File: src/rtl/sramc_pkg.sv
package sramc_pkg;

  typedef enum logic [2:0] {
    ST_IDLE,
    ST_READ,
    ST_TURN,
    ST_PULSE,
    ST_HOLD,
    ST_END
  } ctrl_state_e;

  // Strobes from control to datapath, decoded from the current state.
  typedef struct packed {
    logic accept;   // load request fields
    logic chip;     // chip select active
    logic outEn;    // memory may drive bus
    logic wrEn;     // write pulse active
    logic drive;    // controller drives bus
    logic capture;  // last access cycle of a read
    logic finish;   // write completion
  } strobe_t;

  function automatic int cycFor(int ns, int per);
    int c;
    c = (ns + per - 1) / per;
    return (c < 1) ? 1 : c;
  endfunction

  function automatic int imax(int a, int b);
    return (a > b) ? a : b;
  endfunction

endpackage

File: src/rtl/sramc_ctrl.sv
module sramc_ctrl
  import sramc_pkg::*;
#(
  parameter int LANES     = 2,
  parameter int RD_CYC    = 4,
  parameter int TURN_CYC  = 2,
  parameter int PULSE_CYC = 3,
  parameter int CNT_W     = 3
) (
  input  logic             clk,
  input  logic             rst_n,
  input  logic             req,
  input  logic             reqWrite,
  input  logic [LANES-1:0] reqMask,
  output logic             ready,
  output strobe_t          strb
);

  ctrl_state_e state, nextState;
  logic [CNT_W-1:0] cnt, cntLoad;
  logic             accept, cntZero;

  assign ready   = (state == ST_IDLE);
  assign accept  = req && ready;
  assign cntZero = (cnt == '0);

  always_comb begin
    nextState = state;
    cntLoad   = '0;
    unique case (state)
      ST_IDLE: if (accept) begin
        if (!reqWrite) begin
          nextState = ST_READ;
          cntLoad   = CNT_W'(RD_CYC - 1);
        end else if (reqMask == '0) begin
          nextState = ST_END;
        end else begin
          nextState = ST_TURN;
          cntLoad   = CNT_W'(TURN_CYC - 1);
        end
      end
      ST_READ:  if (cntZero) nextState = ST_IDLE;
      ST_TURN:  if (cntZero) begin
        nextState = ST_PULSE;
        cntLoad   = CNT_W'(PULSE_CYC - 1);
      end
      ST_PULSE: if (cntZero) nextState = ST_HOLD;
      ST_HOLD:  nextState = ST_END;
      ST_END:   nextState = ST_IDLE;
      default:  nextState = ST_IDLE;
    endcase
  end

  always_ff @(posedge clk or negedge rst_n) begin
    if (!rst_n) begin
      state <= ST_IDLE;
      cnt   <= '0;
    end else begin
      state <= nextState;
      if (nextState != state) cnt <= cntLoad;
      else if (!cntZero)      cnt <= cnt - 1'b1;
    end
  end

  always_comb begin
    strb         = '0;
    strb.accept  = accept;
    strb.chip    = (state == ST_READ) || (state == ST_TURN) ||
                   (state == ST_PULSE) || (state == ST_HOLD);
    strb.outEn   = (state == ST_READ);
    strb.wrEn    = (state == ST_PULSE);
    strb.drive   = (state == ST_PULSE) || (state == ST_HOLD);
    strb.capture = (state == ST_READ) && cntZero;
    strb.finish  = (state == ST_END);
  end

  // a taken request leaves idle at once
  p_accept_leaves_idle_r2: assert property (@(posedge clk) disable iff (!rst_n)
    (req && ready) |=> !ready);

  // a zero-mask write skips straight to completion
  p_zero_mask_skip_r7: assert property (@(posedge clk) disable iff (!rst_n)
    (req && ready && reqWrite && reqMask == '0) |=> (state == ST_END));

endmodule

File: src/rtl/sramc_dpath.sv
module sramc_dpath
  import sramc_pkg::*;
#(
  parameter int ADDR_W = 17,
  parameter int LANES  = 2,
  localparam int DATA_W = LANES * 8
) (
  input  logic              clk,
  input  logic              rst_n,
  input  strobe_t           strb,
  input  logic [ADDR_W-1:0] reqAddr,
  input  logic [DATA_W-1:0] reqData,
  input  logic [LANES-1:0]  reqMask,
  input  logic [DATA_W-1:0] memDqIn,
  output logic [ADDR_W-1:0] memAddr,
  output logic              memCeN,
  output logic              memOeN,
  output logic              memWeN,
  output logic [LANES-1:0]  memBeN,
  output logic [DATA_W-1:0] memDqOut,
  output logic              memDqOe,
  output logic [DATA_W-1:0] rdData,
  output logic              rdValid,
  output logic              done
);

  logic [ADDR_W-1:0] addrQ;
  logic [DATA_W-1:0] dataQ;
  logic [LANES-1:0]  maskQ;
  logic ceNQ, oeNQ, weNQ, dqOeQ, capQ, doneQ, rdValidQ;

  always_ff @(posedge clk or negedge rst_n) begin
    if (!rst_n) begin
      addrQ <= '0;
      dataQ <= '0;
      maskQ <= '0;
    end else if (strb.accept) begin
      addrQ <= reqAddr;
      dataQ <= reqData;
      maskQ <= reqMask;
    end
  end

  always_ff @(posedge clk or negedge rst_n) begin
    if (!rst_n) begin
      ceNQ     <= 1'b1;
      oeNQ     <= 1'b1;
      weNQ     <= 1'b1;
      dqOeQ    <= 1'b0;
      capQ     <= 1'b0;
      doneQ    <= 1'b0;
      rdValidQ <= 1'b0;
    end else begin
      ceNQ     <= !strb.chip;
      oeNQ     <= !strb.outEn;
      weNQ     <= !strb.wrEn;
      dqOeQ    <= strb.drive;
      capQ     <= strb.capture;
      doneQ    <= strb.finish;
      rdValidQ <= capQ;
    end
  end

  for (genvar g = 0; g < LANES; g++) begin : g_lane
    logic       beNQ;
    logic [7:0] rdLaneQ;
    always_ff @(posedge clk or negedge rst_n) begin
      if (!rst_n) begin
        beNQ    <= 1'b1;
        rdLaneQ <= '0;
      end else begin
        beNQ <= !(strb.chip && maskQ[g]);
        if (capQ) rdLaneQ <= maskQ[g] ? memDqIn[g*8 +: 8] : 8'h00;
      end
    end
    assign memBeN[g]         = beNQ;
    assign rdData[g*8 +: 8]  = rdLaneQ;
  end

  assign memAddr  = addrQ;
  assign memCeN   = ceNQ;
  assign memOeN   = oeNQ;
  assign memWeN   = weNQ;
  assign memDqOut = dataQ;
  assign memDqOe  = dqOeQ;
  assign rdValid  = rdValidQ;
  assign done     = doneQ;

  // never drive while the memory may drive
  p_no_contention_r5: assert property (@(posedge clk) disable iff (!rst_n)
    dqOeQ |-> oeNQ);

  // turnaround cycle precedes the write pulse
  p_oe_before_we_r5: assert property (@(posedge clk) disable iff (!rst_n)
    $fell(weNQ) |-> ($past(oeNQ) && !$past(ceNQ)));

  // write pulse only inside a selected, driven window
  p_we_window_r4: assert property (@(posedge clk) disable iff (!rst_n)
    !weNQ |-> (!ceNQ && (memBeN != '1) && dqOeQ));

  // data held through the rising write edge
  p_hold_r6: assert property (@(posedge clk) disable iff (!rst_n)
    $rose(weNQ) |-> (dqOeQ && !ceNQ));

  // address frozen while selected
  p_addr_stable_r10: assert property (@(posedge clk) disable iff (!rst_n)
    (!ceNQ && $past(!ceNQ)) |-> $stable(addrQ));

  // read strobe lasts one cycle
  p_rdvalid_pulse_r3: assert property (@(posedge clk) disable iff (!rst_n)
    rdValidQ |=> !rdValidQ);

  // completion strobe lasts one cycle, memory deselected
  p_done_pulse_r9: assert property (@(posedge clk) disable iff (!rst_n)
    doneQ |-> (ceNQ && !dqOeQ) ##1 !doneQ);

endmodule

File: src/rtl/sram_lane_ctrl.sv
module sram_lane_ctrl
  import sramc_pkg::*;
#(
  parameter int CLK_NS   = 20,
  parameter int ADDR_W   = 17,
  parameter int LANES    = 2,
  parameter int T_AA_NS  = 70,
  parameter int T_RC_NS  = 70,
  parameter int T_DOE_NS = 35,
  parameter int T_BA_NS  = 35,
  parameter int T_WC_NS  = 70,
  parameter int T_PWE_NS = 60,
  parameter int T_AW_NS  = 65,
  parameter int T_SD_NS  = 30,
  parameter int T_HZ_NS  = 25,
  localparam int DATA_W  = LANES * 8
) (
  input  logic              clk,
  input  logic              rst_n,
  input  logic              req,
  input  logic              req_write,
  input  logic [ADDR_W-1:0] req_addr,
  input  logic [DATA_W-1:0] req_wdata,
  input  logic [LANES-1:0]  req_mask,
  output logic              ready,
  output logic [DATA_W-1:0] rd_data,
  output logic              rd_valid,
  output logic              done,
  output logic [ADDR_W-1:0] mem_addr,
  output logic              mem_ce_n,
  output logic              mem_oe_n,
  output logic              mem_we_n,
  output logic [LANES-1:0]  mem_be_n,
  output logic [DATA_W-1:0] mem_dq_out,
  output logic              mem_dq_oe,
  input  logic [DATA_W-1:0] mem_dq_in
);

  localparam int RD_CYC = imax(imax(cycFor(T_AA_NS, CLK_NS), cycFor(T_RC_NS, CLK_NS)),
                               imax(cycFor(T_DOE_NS, CLK_NS), cycFor(T_BA_NS, CLK_NS)));
  localparam int TURN_CYC  = cycFor(T_HZ_NS, CLK_NS);
  localparam int PULSE_CYC = imax(imax(cycFor(T_PWE_NS, CLK_NS), cycFor(T_SD_NS, CLK_NS)),
                                  imax(cycFor(T_AW_NS, CLK_NS) - TURN_CYC,
                                       cycFor(T_WC_NS, CLK_NS) - TURN_CYC - 1));
  localparam int MAX_CYC = imax(RD_CYC, imax(TURN_CYC, PULSE_CYC));
  localparam int CNT_W   = $clog2(MAX_CYC + 1);

  strobe_t strb;

  sramc_ctrl #(
    .LANES(LANES), .RD_CYC(RD_CYC), .TURN_CYC(TURN_CYC),
    .PULSE_CYC(PULSE_CYC), .CNT_W(CNT_W)
  ) u_ctrl (
    .clk      (clk),
    .rst_n    (rst_n),
    .req      (req),
    .reqWrite (req_write),
    .reqMask  (req_mask),
    .ready    (ready),
    .strb     (strb)
  );

  sramc_dpath #(.ADDR_W(ADDR_W), .LANES(LANES)) u_dpath (
    .clk      (clk),
    .rst_n    (rst_n),
    .strb     (strb),
    .reqAddr  (req_addr),
    .reqData  (req_wdata),
    .reqMask  (req_mask),
    .memDqIn  (mem_dq_in),
    .memAddr  (mem_addr),
    .memCeN   (mem_ce_n),
    .memOeN   (mem_oe_n),
    .memWeN   (mem_we_n),
    .memBeN   (mem_be_n),
    .memDqOut (mem_dq_out),
    .memDqOe  (mem_dq_oe),
    .rdData   (rd_data),
    .rdValid  (rd_valid),
    .done     (done)
  );

endmodule

File: config.mk
export PLATFORM = sky130hd
export DESIGN_NAME = sram_lane_ctrl
export DESIGN_NICKNAME = d
export VERILOG_FILES = /design/src/rtl/sramc_pkg.sv /design/src/rtl/sramc_ctrl.sv /design/src/rtl/sramc_dpath.sv /design/src/rtl/sram_lane_ctrl.sv
export SDC_FILE = /design/constraint.sdc
export NUM_CORES = 1
export LEC_CHECK = 0
export ABC_AREA = 1
export BUFFER_PORTS_ARGS = -buffer_cell sky130_fd_sc_hd__buf_2
export CELL_PAD_IN_SITES_DETAIL_PLACEMENT = 0
export CELL_PAD_IN_SITES_GLOBAL_PLACEMENT = 2
export CORE_UTILIZATION = 27
export DETAILED_ROUTE_END_ITERATION = 10
export GPL_TIMING_DRIVEN = 0
export PLACE_DENSITY = 0.86
export SLEW_MARGIN = 5
export SYNTH_ARGS = -nofsm -noshare
export SYNTH_HDL_FRONTEND = slang
export SYNTH_HIERARCHICAL = 1
export SYNTH_SLANG_ARGS = --single-unit
File: constraint.sdc
create_clock -name clk -period 2.1 [get_ports clk]
set_clock_uncertainty 0.1 [all_clocks]
set_input_delay 0.105 -clock clk [delete_from_list [all_inputs] [get_ports clk]]
set_output_delay 0.105 -clock clk [all_outputs]
set_load 0.02 [all_outputs]
==> run_results.csv <==
group,metric,value,unit
grt,grt_overflow,0,
worst_setup_path,r2r_cells,9,
synth,synthXorXnorAreaFrac,0.003180,
route,wl_met2,3.351,mm
flow_run,maxCapViolations,0,
worst_setup_path,r2r_slack,0.42,ns
synth,yosysWarnings,6,
clocking,cts_setup_buffers,0,
synth,synth_seq_cells,66,
layout,layout_commonest_cell,"nand2_1",
route,drc,0,
pwr,irDropWorstVdd,0.4117,mV
hold_path,hp-start,"req",
synth,synth_cell_types,24,
worst_setup_path,cp.required,2.24,ns
die,io_pins,113,
grt,grt_antenna_before_repair,0,
die,die_w,103.0,µm
timing,max_freq,596.4,MHz
worst_setup_path,start_kind,"flip-flop",
clocking,clock_latency,0.34,ns
synth,postSynthAreaPerCell,9.180,µm²
timing,relSlewSlack,0.7653,
timing,final.setup.tns,0,ns
layout,n_antenna_cell,0,
outcome,status,"finished clean",
timing,tightest_slew,0.3521,ns
worst_setup_path,path_class,"flip-flop to flip-flop",
route,vias,2551,
layout,fin_nets,535,
clocking,root_buffer,"clkbuf_8",
synth,synth_cells,300,
worst_setup_path,r2r-start,"u_ctrl/state[2]",
pwr,p_leak,2.362,nW
layout,drive_above_1_share,0.3437,
synth,synth_top_family_by_area,"simple AND/OR/NAND/NOR gates",
placed_design,port_buffers,112,
layout,area_growth,53.75,%
layout,final_cell_mix,"nand2_1, buf_2, dfrtp_1, dlygate4sd3_1, nand3_1",
synth,seq_area_frac_synth,0.6020,
die,initial_core_util,0.2805,
die,core_area,9819,µm²
grt,grt_pass1_wl,11.05,mm
timing,rsz0062_at_grt,"no",
timing,whs,0.03057,ns
route,highest_layer,"met4",
clocking,clk_pin_slew,0.07,ns
placed_design,pre_cts_ws,0.4279,ns
route,drt_iter0_drc,54,
timing,setup_ws,0.4233,ns
worst_setup_path,crit_fanout,10,
timing,finalCritPeriodShare,0.7984,
hold_path,holdPathEnd,"u_ctrl/cnt[0]",
worst_setup_path,critPathArrivalTime,1.81,ns
placed_design,gp_congestion,0.7422,
layout,final_util,0.4312,
route,first_pass_iters,4,
die,dieArea,10610,µm²
timing,setup_viol,0,
grt,grt_max_degree,66,
route,met3_length,461,µm
synth,syn_nets,357,
route,wl_per_cell,11.47,µm
grt,grt_use_total,0.1372,
die,die_h,103.0,µm
clocking,cts_made_buffers,9,
hold_path,hold_class,"primary input to flip-flop",
synth,syn_area,2754,µm²
route,wl_met1,3.200,mm
clocking,cts_sinks,66,
route,wirelength,7.064,mm
synth,synth-compound-area-share,0.01545,
die,num_rows,36,
route,vias_per_cell,4.141,
placed_design,dpl.hpwl,4.473,mm
grt,first_global_vias,2470,
hold_path,whs_path_depth,5,
synth,yosys.area_share.adder,0.009087,
clocking,tritoncts,"done",
timing,hold_viol_final,0,
pwr,powerDensity,1405,nW/µm²
timing,min_period,1.677,ns
clocking,cts.path.max_buffers,2,
synth,yosys.area_share.simple,0.2867,
clocking,cts_max_level,3,
route,antenna_left,0,
synth,muxShareOfSynthArea,0.003635,
timing,slew_violations,0,
worst_setup_path,r2r_end,"u_dpath/memAddr[13]",
worst_setup_path,end_kind,"flip-flop",
==> worst max-delay path, stage by stage, from the launching register on <==
cell	delay (ns)
dfrtp_1	0.45
nor2_2	0.19
nand2_2	0.09
nor2_4	0.15
buf_4	0.14
buf_6	0.14
inv_8	0.06
buf_12	0.14
nand2_2	0.05
nand2_1	0.05
==> report_power, final <==
| group | internal, mW | switching (mW) |
|---|---|---|
| clock | 0.523 | 0.469 |
| sequential | 1.86 | 0.288 |
| combinational | 1.02 | 1.79 |
| total | 3.40 | 2.55 |
==> area by class of cell <==
type | count | area, µm²
Clock buffer | 14 | 172.7
Timing Repair Buffer | 167 | 1131
Fill cell | 987 | 5585
Sequential cell | 66 | 1658
Buffer | 15 | 138.9
Inverter | 19 | 81.33
Multi-Input combinational cell | 200 | 875.8
Tap cell | 133 | 166.4
Clock inverter | 2 | 10.01
==> logic make-up after synthesis <==
family                   count (synthesis)
AND/OR/NAND/NOR                        188
XOR/XNOR                                 1
flip-flops                              66
AO/OA/AOI/OAI                            8
adder cells (fa/ha/maj)                  2
buffers and inverters                   34
multiplexers                             1
==> state kept, by name, summed over array words and instances, names as in the netlist <==
register,cells
u_dpath/maskQ,2
u_ctrl/cnt,3
u_dpath/memDqOut,16
u_dpath/capQ,1
u_ctrl/state,3
u_dpath/rdValid,1
u_dpath/memAddr,17
u_dpath/memCeN,1
u_dpath/g_lane.rdLaneQ,16
u_dpath/memOeN,1
u_dpath/done,1
u_dpath/memWeN,1
u_dpath/g_lane.beNQ,2
u_dpath/memDqOe,1
==> metal layers <==
| layer | vias to the layer above | track usage |
|---|---|---|
| met3 | 4 | 0.04542 |
| li1 | 1280 | - |
| met1 | 1182 | 0.1643 |
| met2 | 85 | 0.2256 |
| met5 | - | 0 |
| met4 | 0 | 0.05850 |
==> repair_timing <==
item | in CTS | in global routing
hold buffers | 54 | 0
hold endpoints to repair | 120 | 0
resized for setup | 0 | 0
==> worst max path at each step <==
stage / start / endpoint / slack, ns / cells past startpoint
6_report: u_ctrl/state[2] / u_dpath/memAddr[13] / 0.42 / 9
5_1_grt: u_ctrl/state[2] / u_dpath/memDqOut[11] / 0.28 / 9
4_1_cts: u_ctrl/state[2] / u_dpath/memDqOut[11] / 0.41 / 9
3_5_place_dp: u_ctrl/state[2] / u_dpath/memDqOut[11] / 0.43 / 9
3_3_place_gp: u_ctrl/state[2] / u_dpath/memDqOut[2] / 0.43 / 9
2_1_floorplan: u_ctrl/state[2] / u_dpath/memAddr[10] / 0.61 / 9
==> synth_stat cells (all sizes together) <==
master | number | area share
nand2 | 158 | 0.23
buf | 15 | 0.050
o21ai | 7 | 0.013
mux2i | 1 | 0.0036
nand3 | 21 | 0.040
nor4 | 1 | 0.0023
dfrtp | 61 | 0.55
nor2 | 5 | 0.011
nor3 | 2 | 0.0036
xor2 | 1 | 0.0032
nand4 | 1 | 0.0023
o211ai | 1 | 0.0027
ha | 2 | 0.0091
dfstp | 5 | 0.048
inv | 19 | 0.030
==> per-stage QoR <==
stage          total power [mW]  area, µm²  std cells
2_1_floorplan             4.024       2754        300
3_3_place_gp              4.884       3481        545
3_5_place_dp              4.918       3511        546
4_1_cts                   6.034       4234        616
5_1_grt                   6.471       4234        616
6_report                  5.950       4234        616
(Power assumes the default switching activity.)
